===== config.mk =====
export PLATFORM = sky130hd
export DESIGN_NAME = presc_mod_timer
export DESIGN_NICKNAME = d
export VERILOG_FILES = /design/src/rtl/presc_mod_timer_pkg.sv /design/src/rtl/presc_mod_timer_div.sv /design/src/rtl/presc_mod_timer_cnt.sv /design/src/rtl/presc_mod_timer_regs.sv /design/src/rtl/presc_mod_timer.sv
export SDC_FILE = /design/constraint.sdc
export NUM_CORES = 1
export LEC_CHECK = 0
export ABC_AREA = 0
export ABC_CLOCK_PERIOD_IN_PS = 5100
export BUFFER_PORTS_ARGS = -buffer_cell sky130_fd_sc_hd__buf_4
export CORE_MARGIN = 1
export CORE_UTILIZATION = 55
export CTS_CLUSTER_DIAMETER = 150
export CTS_CLUSTER_SIZE = 40
export DETAILED_ROUTE_END_ITERATION = 10
export GPL_TIMING_DRIVEN = 0
export MAX_ROUTING_LAYER = met4
export PLACE_DENSITY = 0.74
export SLEW_MARGIN = 30
export SYNTH_ARGS = -nofsm -noshare
export SYNTH_HDL_FRONTEND = slang
export SYNTH_SLANG_ARGS = --single-unit

===== constraint.sdc =====
create_clock -name clk -period 5.1 [get_ports clk]
set_input_delay 1.02 -clock clk [delete_from_list [all_inputs] [get_ports clk]]
set_output_delay 1.02 -clock clk [all_outputs]
set_load 0.1 [all_outputs]

===== src/rtl/presc_mod_timer_pkg.sv =====
package presc_mod_timer_pkg;

    localparam int DATA_W = 8;
    localparam int ADDR_W = 3;
    localparam int SEL_W  = 3;
    localparam int CNT_W  = 2 * DATA_W;

    // control byte field positions
    localparam int B_FLAG  = 0;
    localparam int B_IEN   = 1;
    localparam int B_HALT  = 2;
    localparam int B_RSTRT = 3;
    localparam int B_SEL   = 4;

    typedef enum logic [ADDR_W-1:0] {
        RA_CTRL   = 3'd0,
        RA_CNT_HI = 3'd1,
        RA_CNT_LO = 3'd2,
        RA_MOD_HI = 3'd3,
        RA_MOD_LO = 3'd4
    } reg_addr_e;

    typedef struct packed {
        logic             flag;
        logic             ien;
        logic             halt;
        logic [SEL_W-1:0] sel;
    } ctrl_t;

    typedef struct packed {
        logic             wrap;
        logic             hit;
        logic [CNT_W-1:0] nxt;
    } step_t;

    // next counter state for one tick
    function automatic step_t count_step(input logic [CNT_W-1:0] cur,
                                         input logic [CNT_W-1:0] lim);
        step_t s;
        logic [CNT_W-1:0] inc;
        inc    = cur + CNT_W'(1);
        s.wrap = (cur >= lim);
        s.hit  = !s.wrap && (inc == lim);
        s.nxt  = s.wrap ? '0 : inc;
        return s;
    endfunction

endpackage


===== src/rtl/presc_mod_timer_div.sv =====
module presc_mod_timer_div #(
    parameter int SEL_W = presc_mod_timer_pkg::SEL_W
) (
    input  logic             clk,
    input  logic             rst,
    input  logic             restart,
    input  logic             halt,
    input  logic [SEL_W-1:0] sel,
    input  logic             ext_in,
    output logic             tick
);
    localparam int NCODE  = 1 << SEL_W;
    localparam int STAGES = NCODE - 2;

    logic [STAGES-1:0] div_q;
    logic [2:0]        sync_q;
    logic [NCODE-1:0]  tap;
    logic              ext_rise;

    always_ff @(posedge clk) begin
        if (rst) begin
            div_q  <= '0;
            sync_q <= '0;
        end else begin
            sync_q <= {sync_q[1:0], ext_in};
            if (restart)
                div_q <= '0;
            else if (!halt)
                div_q <= div_q + STAGES'(1);
        end
    end

    assign ext_rise = sync_q[1] & ~sync_q[2];

    // code 0 ticks every clock, code c when the low c bits are all ones
    assign tap[0] = 1'b1;
    for (genvar g = 1; g <= STAGES; g++) begin : g_tap
        assign tap[g] = &div_q[g-1:0];
    end
    assign tap[NCODE-1] = ext_rise;

    assign tick = !halt && tap[sel];

endmodule


===== src/rtl/presc_mod_timer_cnt.sv =====
module presc_mod_timer_cnt #(
    parameter int CNT_W = presc_mod_timer_pkg::CNT_W
) (
    input  logic             clk,
    input  logic             rst,
    input  logic             restart,
    input  logic             tick,
    input  logic [CNT_W-1:0] modulo,
    output logic [CNT_W-1:0] count,
    output logic             ovf_evt
);
    import presc_mod_timer_pkg::*;

    logic [CNT_W-1:0] cnt_q;
    step_t            st;

    assign st = count_step(cnt_q, modulo);

    always_ff @(posedge clk) begin
        if (rst)
            cnt_q <= '0;
        else if (restart)
            cnt_q <= '0;
        else if (tick)
            cnt_q <= st.nxt;
    end

    assign ovf_evt = tick && !restart && st.hit;
    assign count   = cnt_q;

endmodule


===== src/rtl/presc_mod_timer_regs.sv =====
module presc_mod_timer_regs #(
    parameter int DATA_W = presc_mod_timer_pkg::DATA_W,
    parameter int ADDR_W = presc_mod_timer_pkg::ADDR_W,
    parameter int SEL_W  = presc_mod_timer_pkg::SEL_W,
    parameter int CNT_W  = presc_mod_timer_pkg::CNT_W
) (
    input  logic              clk,
    input  logic              rst,
    input  logic [ADDR_W-1:0] bus_addr,
    input  logic              bus_rd,
    input  logic              bus_wr,
    input  logic [DATA_W-1:0] bus_wdata,
    output logic [DATA_W-1:0] bus_rdata,
    input  logic [CNT_W-1:0]  count,
    input  logic              ovf_evt,
    output logic              halt,
    output logic [SEL_W-1:0]  sel,
    output logic              restart,
    output logic [CNT_W-1:0]  modulo,
    output logic              flag,
    output logic              ien,
    output logic              irq
);
    import presc_mod_timer_pkg::*;

    ctrl_t             ctrl_q;
    logic              arm_q;
    logic [CNT_W-1:0]  mod_q;
    logic [DATA_W-1:0] mod_hi_stage_q;
    logic              ctrl_wr, ctrl_rd, clear_ok;
    logic              unused_wbit;

    assign ctrl_wr  = bus_wr && (bus_addr == ADDR_W'(RA_CTRL));
    assign ctrl_rd  = bus_rd && (bus_addr == ADDR_W'(RA_CTRL));
    assign clear_ok = ctrl_wr && arm_q && !bus_wdata[B_FLAG];
    assign restart  = ctrl_wr && bus_wdata[B_RSTRT];
    assign unused_wbit = bus_wdata[DATA_W-1];

    always_ff @(posedge clk) begin
        if (rst) begin
            ctrl_q.flag <= 1'b0;
            ctrl_q.ien  <= 1'b0;
            ctrl_q.halt <= 1'b1;
            ctrl_q.sel  <= '0;
        end else begin
            if (ovf_evt)
                ctrl_q.flag <= 1'b1;
            else if (clear_ok)
                ctrl_q.flag <= 1'b0;
            if (ctrl_wr) begin
                ctrl_q.ien  <= bus_wdata[B_IEN];
                ctrl_q.halt <= bus_wdata[B_HALT];
                ctrl_q.sel  <= bus_wdata[B_SEL +: SEL_W];
            end
        end
    end

    // arming of the flag clear sequence
    always_ff @(posedge clk) begin
        if (rst)
            arm_q <= 1'b0;
        else if (ovf_evt || ctrl_wr)
            arm_q <= 1'b0;
        else if (ctrl_rd && ctrl_q.flag)
            arm_q <= 1'b1;
    end

    always_ff @(posedge clk) begin
        if (rst) begin
            mod_q          <= '1;
            mod_hi_stage_q <= '1;
        end else if (bus_wr) begin
            if (bus_addr == ADDR_W'(RA_MOD_HI))
                mod_hi_stage_q <= bus_wdata;
            else if (bus_addr == ADDR_W'(RA_MOD_LO))
                mod_q <= {mod_hi_stage_q, bus_wdata};
        end
    end

    always_comb begin
        bus_rdata = '0;
        case (bus_addr)
            ADDR_W'(RA_CTRL): begin
                bus_rdata[B_FLAG]           = ctrl_q.flag;
                bus_rdata[B_IEN]            = ctrl_q.ien;
                bus_rdata[B_HALT]           = ctrl_q.halt;
                bus_rdata[B_SEL +: SEL_W]   = ctrl_q.sel;
            end
            ADDR_W'(RA_CNT_HI): bus_rdata = count[CNT_W-1 -: DATA_W];
            ADDR_W'(RA_CNT_LO): bus_rdata = count[DATA_W-1:0];
            ADDR_W'(RA_MOD_HI): bus_rdata = mod_q[CNT_W-1 -: DATA_W];
            ADDR_W'(RA_MOD_LO): bus_rdata = mod_q[DATA_W-1:0];
            default:            bus_rdata = '0;
        endcase
    end

    assign halt   = ctrl_q.halt;
    assign sel    = ctrl_q.sel;
    assign modulo = mod_q;
    assign flag   = ctrl_q.flag;
    assign ien    = ctrl_q.ien;
    assign irq    = ctrl_q.flag & ctrl_q.ien;

endmodule


===== src/rtl/presc_mod_timer.sv =====
module presc_mod_timer #(
    parameter int DATA_W = presc_mod_timer_pkg::DATA_W,
    parameter int ADDR_W = presc_mod_timer_pkg::ADDR_W,
    parameter int SEL_W  = presc_mod_timer_pkg::SEL_W
) (
    input  logic              clk,
    input  logic              rst,
    input  logic [ADDR_W-1:0] bus_addr,
    input  logic              bus_rd,
    input  logic              bus_wr,
    input  logic [DATA_W-1:0] bus_wdata,
    output logic [DATA_W-1:0] bus_rdata,
    input  logic              ext_clk,
    output logic              irq
);
    localparam int CNT_W = 2 * DATA_W;

    logic             restart_w, halt_w, tick_w, ovf_w, flag_w, ien_w;
    logic [SEL_W-1:0] sel_w;
    logic [CNT_W-1:0] count_w, modulo_w;

    presc_mod_timer_regs #(
        .DATA_W(DATA_W), .ADDR_W(ADDR_W), .SEL_W(SEL_W), .CNT_W(CNT_W)
    ) u_regs (
        .clk(clk), .rst(rst),
        .bus_addr(bus_addr), .bus_rd(bus_rd), .bus_wr(bus_wr),
        .bus_wdata(bus_wdata), .bus_rdata(bus_rdata),
        .count(count_w), .ovf_evt(ovf_w),
        .halt(halt_w), .sel(sel_w), .restart(restart_w),
        .modulo(modulo_w), .flag(flag_w), .ien(ien_w), .irq(irq)
    );

    presc_mod_timer_div #(.SEL_W(SEL_W)) u_div (
        .clk(clk), .rst(rst), .restart(restart_w), .halt(halt_w),
        .sel(sel_w), .ext_in(ext_clk), .tick(tick_w)
    );

    presc_mod_timer_cnt #(.CNT_W(CNT_W)) u_cnt (
        .clk(clk), .rst(rst), .restart(restart_w), .tick(tick_w),
        .modulo(modulo_w), .count(count_w), .ovf_evt(ovf_w)
    );

endmodule


# Word-level counts from Yosys, hierarchy flattened
# Index checks and enable logic that the tools add are counted.
[word_totals] reg_bits=56 latch_bits=0 ramBits=0 mem_bits_ro=0 input_bits=16 n_memories=0
[op_classes] add_sub_neg=2 mul=0 div=0 magnitude_cmp=2 n_eq_ne=5 shift=0 n_mux=9 n_bitwise=4 reduce_logical=26
[ops] op="$pmux W3 S5" n=2
[ops] op="$add A16 B1 Y16 const B" n=1
[ops] op="$eq A16 B16 Y1" n=1
[ops] op="$ge A16 B16 Y1" n=1
[ops] op="$mux W16" n=1
[ops] op="$logic_and A1 B1 Y1" n=10
[ops] op="$pmux W1 S4" n=2
[ops] op="$add A6 B1 Y6 const B" n=1
[ops] op="$eq A3 B2 Y1 const B" n=2
[ops] op="$reduce_and A3 Y1" n=2
[ops] op="$reduce_and A6 Y1" n=1
[ops] op="$reduce_and A5 Y1" n=1
[ops] op="$logic_not A1 Y1" n=4
[ops] op="$lt A3 B4 Y1 const B" n=1
[ops] op="$reduce_and A2 Y1" n=2
[ops] op="$reduce_and A4 Y1" n=1
[ops] op="$reduce_or A2 Y1" n=2
[ops] op="$bmux W1 S3" n=1
[ops] op="$eq A3 B1 Y1 const B" n=1
[ops] op="$eq A3 B3 Y1 const B" n=1
[ops] op="$logic_not A3 Y1" n=1
[ops] op="$mux W1" n=3
[ops] op="$and A1 B1 Y1" n=2
[ops] op="$not A1 Y1" n=2
[ops] op="2 further kinds" n=2

# Logic depth before layout (Yosys ltp)
[depth] word_depth=9 depth_mapped=11 depth_no_buf=10

# Cells and area by module
# From an unflattened synthesis, not the netlist that was laid out.
[hier_totals] cells_unflattened=421 area_unflattened_um2=3669.8
[by_module_without_submodules] mod="presc_mod_timer_cnt" n_inst=1 cells_per_inst=217 area_each_um2=1661.6 seq_area_each_um2=320.3
[by_module_without_submodules] mod="presc_mod_timer_regs" n_inst=1 cells_per_inst=157 area_each_um2=1556.5 seq_area_each_um2=620.6
[by_module_without_submodules] mod="presc_mod_timer_div" n_inst=1 cells_per_inst=47 area_each_um2=451.7 seq_area_each_um2=180.2

# Worst setup path after synthesis
# Ideal clock, no wire load.
[synth_timing] kind="input -> output" from="input bus_addr[0]" to="output bus_rdata[4]" arrival_time_ps=3575 required_ps=4080 setup_slack_ps=505 path_stages=4 n_path_buf=1 path_cell_list="buf_2 nor2_1 nand2_1 o21ai_0"
[synth_via] elab_chain_len=2 word_cells_on_any_way=6
[synth_rtl] item="from (decl)" line_no="presc_mod_timer.sv:8" rtl="input logic [ADDR_W-1:0] bus_addr,"
[synth_rtl] item="$eq A3 B3 Y1 (tied with other cells)" line_no="presc_mod_timer_regs.sv:82" rtl="case (bus_addr)"
[synth_rtl] item="$pmux W3 S5 *" line_no="presc_mod_timer_regs.sv:82"
[synth_rtl] item="to (decl)" line_no="presc_mod_timer.sv:12" rtl="output logic [DATA_W-1:0] bus_rdata,"
# Mark *: on every way between the ends. The rest lies on a longest branch, timed or not.

# Worst setup path after layout
[layout_timing] from="input bus_addr[1]" to="output bus_rdata[0]"
# Same word-level chain as after synthesis.

==> summary.md <==
| Metric | Value |
|---|---|
| Status | `completed` |
| Die W | `83.2 um` |
| Core area | `6350 um2` |
| Clock buffer depth | `2` |
| Avg Cell Area, Syn | `7.91 um2` |
| Met1 WL | `4.54 mm` |
| Fmax | `0.264 GHz` |
| Most used cell, CP | `buf_4` |
| Synthesized Nets | `495` |
| Post-CTS setup buffer count | `0` |
| Largest net degree at the start of global routing | `19` |
| Post-Syn Area | `3630 um2` |
| Worst IR Drop VDD | `0.170 mV` |
| Final nets | `524` |
| Crit-path slowest cell | `buf_1` |
| Met3 wire length | `556 um` |
| Top Ports | `25` |
| WL final | `10.3 mm` |
| Total Power | `0.943 mW` |
| Clock skew | `0.00969 ns` |
| Met2 WL | `5.01 mm` |
| TNS Setup | `0 ns` |
| RSZ-0062 raised after global routing | `false` |
| Worst min-delay path class | `flip-flop to flip-flop` |
| Final hold vios | `0` |
| Port bufs | `22` |
| PwrDens | `236 nW/um2` |
| Critical Path Start | `bus_addr[1]` |
| Largest family of logic cells by synthesized area | `simple AND/OR/NAND/NOR gates` |
| Share of cells above drive strength 1 | `0.110` |
| Rel. slew slack | `0.461` |
| Synth cell types | `58` |
| Via/cell ratio | `6.30` |
| Cells after synthesis | `459` |
| Worst-skew pair later-pin latency | `0.32 ns` |
| DIE AREA | `6930 um2` |
| CTS tree | `yes` |
| H-tree levels | `2` |
| Final count of negative-setup-slack endpoints | `0` |
| Startpoint of the worst hold path | `u_div.sync_q[0]` |
| Vias in the first global route | `3,277` |
| XOR/XNOR Fraction of Synth Area | `0.0410` |
| DP Wirelength | `7.83 mm` |
| Seq/Total Area, Yosys | `0.309` |
| Yosys warns | `0` |
| Synth Area in Simple Gates | `0.275` |
| GRT Total Usage | `0.306` |
| Critical Path RT | `4.08 ns` |
| Min cycle time layout | `3.78 ns` |
| Routability Congestion | `0.949` |
| DRT iter0 DRCs | `349` |
| Most frequent cells in the layout | `64 x nand2_1, 56 x dfxtp_1, 29 x nor2_1, 27 x nand3_1` |
| Row cnt | `29` |
| Data arrival time of the worst path | `2.76 ns` |
| Root Driver | `clkbuf_8` |
| Startpoint Class | `input pin` |
| CP endpoint kind | `primary output` |
| Tcrit/Tclk final | `0.742` |
| Synth Area in Adders | `0.0690` |
| Uppermost layer routed | `met4` |
| Pins Over Slew Limit | `0` |
| Inst Count DP | `558` |
| Number of flops mapped to enable cells by yosys | `0` |
| Crit-path max FO | `10` |
| Leakage power | `1.71 nW` |
| Hold slack | `0.451 ns` |
| Pre-antenna DRT Iters | `5` |
| Cts hold-fix bufs | `0` |
| Initial core utilization | `0.571` |
| Initial antenna violation count | `0` |
| Compound-Gate Fraction of Synth Area | `0.179` |
| Top FF cell, synth | `dfxtp_1` |
| N_diodes | `0` |
| Finished Layout Cells | `566` |
| Crit path largest cell delay | `0.50 ns` |
| Mux cell area share after synthesis | `0.0614` |
| Remaining global-route overflow | `0` |
| Leading cell type in the layout, fill and taps excluded | `nand2_1` |
| Die H | `83.2 um` |
| Clk slew on worst S/H paths | `0.11 ns` |
| First-pass GRT wire length | `16.4 mm` |
| Slew @ Worst Pin | `0.803 ns` |
| DR DRC count | `0` |
| Syn-to-layout area delta | `10.4%` |
| Final core utilization | `0.631` |
| Drt wl/cell | `18.2 um` |
| CP cell instances | `buf_4, clkbuf_1, buf_1, a31oi_1, o22ai_1, buf_4` |
| Crit Path Class | `input pin to primary output` |
| Async S/R FF share, synth | `0` |
| # Max-Cap Violations | `0` |
| Num CTS Buffers | `5` |
| Synth Register Bits | `56` |
| Fillers | `594` |
| CTS sink count | `56` |
| R2r startpoint | `u_regs.modulo[13]` |
| Post-CTS sizing | `0` |
| Vias | `3,564` |
| ANT nets after route | `0` |
## critical path, delay by kind of cell
kind | cells | cell delay, ns
AOI/OAI and AO/OA | 2 | 0.40
buffers and inverters | 4 | 1.33
## cells by family after synthesis
logic type / count (synthesis)
AND/OR/NAND/NOR: 194
XOR/XNOR: 17
AO/OA/AOI/OAI: 95
buffers and inverters: 56
multiplexers: 21
adder cells (fa/ha/maj): 20
flip-flops: 56
## state kept, by name, indices dropped and copies added (netlist names)
| signal | flops |
|---|---|
| u_regs.modulo | 16 |
| u_regs.mod_hi_stage_q | 8 |
| u_cnt.count | 16 |
| u_regs.flag | 1 |
| u_regs.arm_q | 1 |
| u_regs.sel | 3 |
| u_div.div_q | 6 |
| u_regs.ien | 1 |
| u_regs.halt | 1 |
| u_div.sync_q | 3 |
## cell usage after synthesis, types with 4 or more instances
library cell	instances	area, um2
a211oi_1	4	30.0
a21oi_1	21	105
a31oi_1	7	43.8
and3_1	9	56.3
buf_2	9	45.0
clkbuf_1	14	52.6
dfxtp_1	56	1120
ha_1	20	250
inv_1	25	93.8
mux2i_1	20	200
nand2_1	64	240
nand2b_1	4	25.0
nand3_1	27	135
nand3b_1	4	30.0
nand4_1	8	50.1
nor2_1	29	109
nor2b_1	9	56.3
nor3_1	13	65.1
nor3b_1	4	30.0
nor4_1	5	31.3
o211ai_1	17	128
o21a_1	4	30.0
o21ai_0	14	70.1
o22ai_1	6	37.5
xnor2_1	10	87.6
xor2_1	7	61.3
## metrics by stage
stage | instance area, um2 | setup WS [ns]
after floorplan | 3630 | 0.505
after global placement | 3890 | 1.41
after detailed placement | 3890 | 1.38
after CTS | 4010 | 1.37
after global routing | 4010 | 1.23
final | 4010 | 1.32
## where the power goes
group / internal (mW) / leakage [nW] / total (mW) / switching [mW]
combinational: 0.0551 / 1.19 / 0.171 / 0.116
sequential: 0.450 / 0.455 / 0.465 / 0.0145
clock: 0.149 / 0.0600 / 0.307 / 0.158
## area by class of cell
type                            count  area, um2  share of cell area
Sequential cell                    56       1120               0.280
Tap cell                           77       96.3              0.0241
Multi-Input combinational cell    347       2270               0.566
Clock inverter                      3       46.3              0.0116
Timing Repair Buffer               22        165              0.0412
Buffer                             30        143              0.0356
Inverter                           26       97.6              0.0244
Clock buffer                        5       68.8              0.0172
## routing by layer
layer  track usage  vias to the layer above
met5             -                        -
met2         0.491                      137
met4         0.103                        0
li1              -                     1709
met3        0.0378                       17
met1         0.400                     1701
## path summary, 6_finish.rpt
kind	slack, ns	to	cells after the start
hold / removal	0.45	u_div.sync_q[1]	1
hold reg to reg	0.45	u_div.sync_q[1]	1
setup / recovery	1.32	bus_rdata[0]	6
setup reg to reg	2.21	u_regs.arm_q	9
Power figures use the tool's default switching activity.
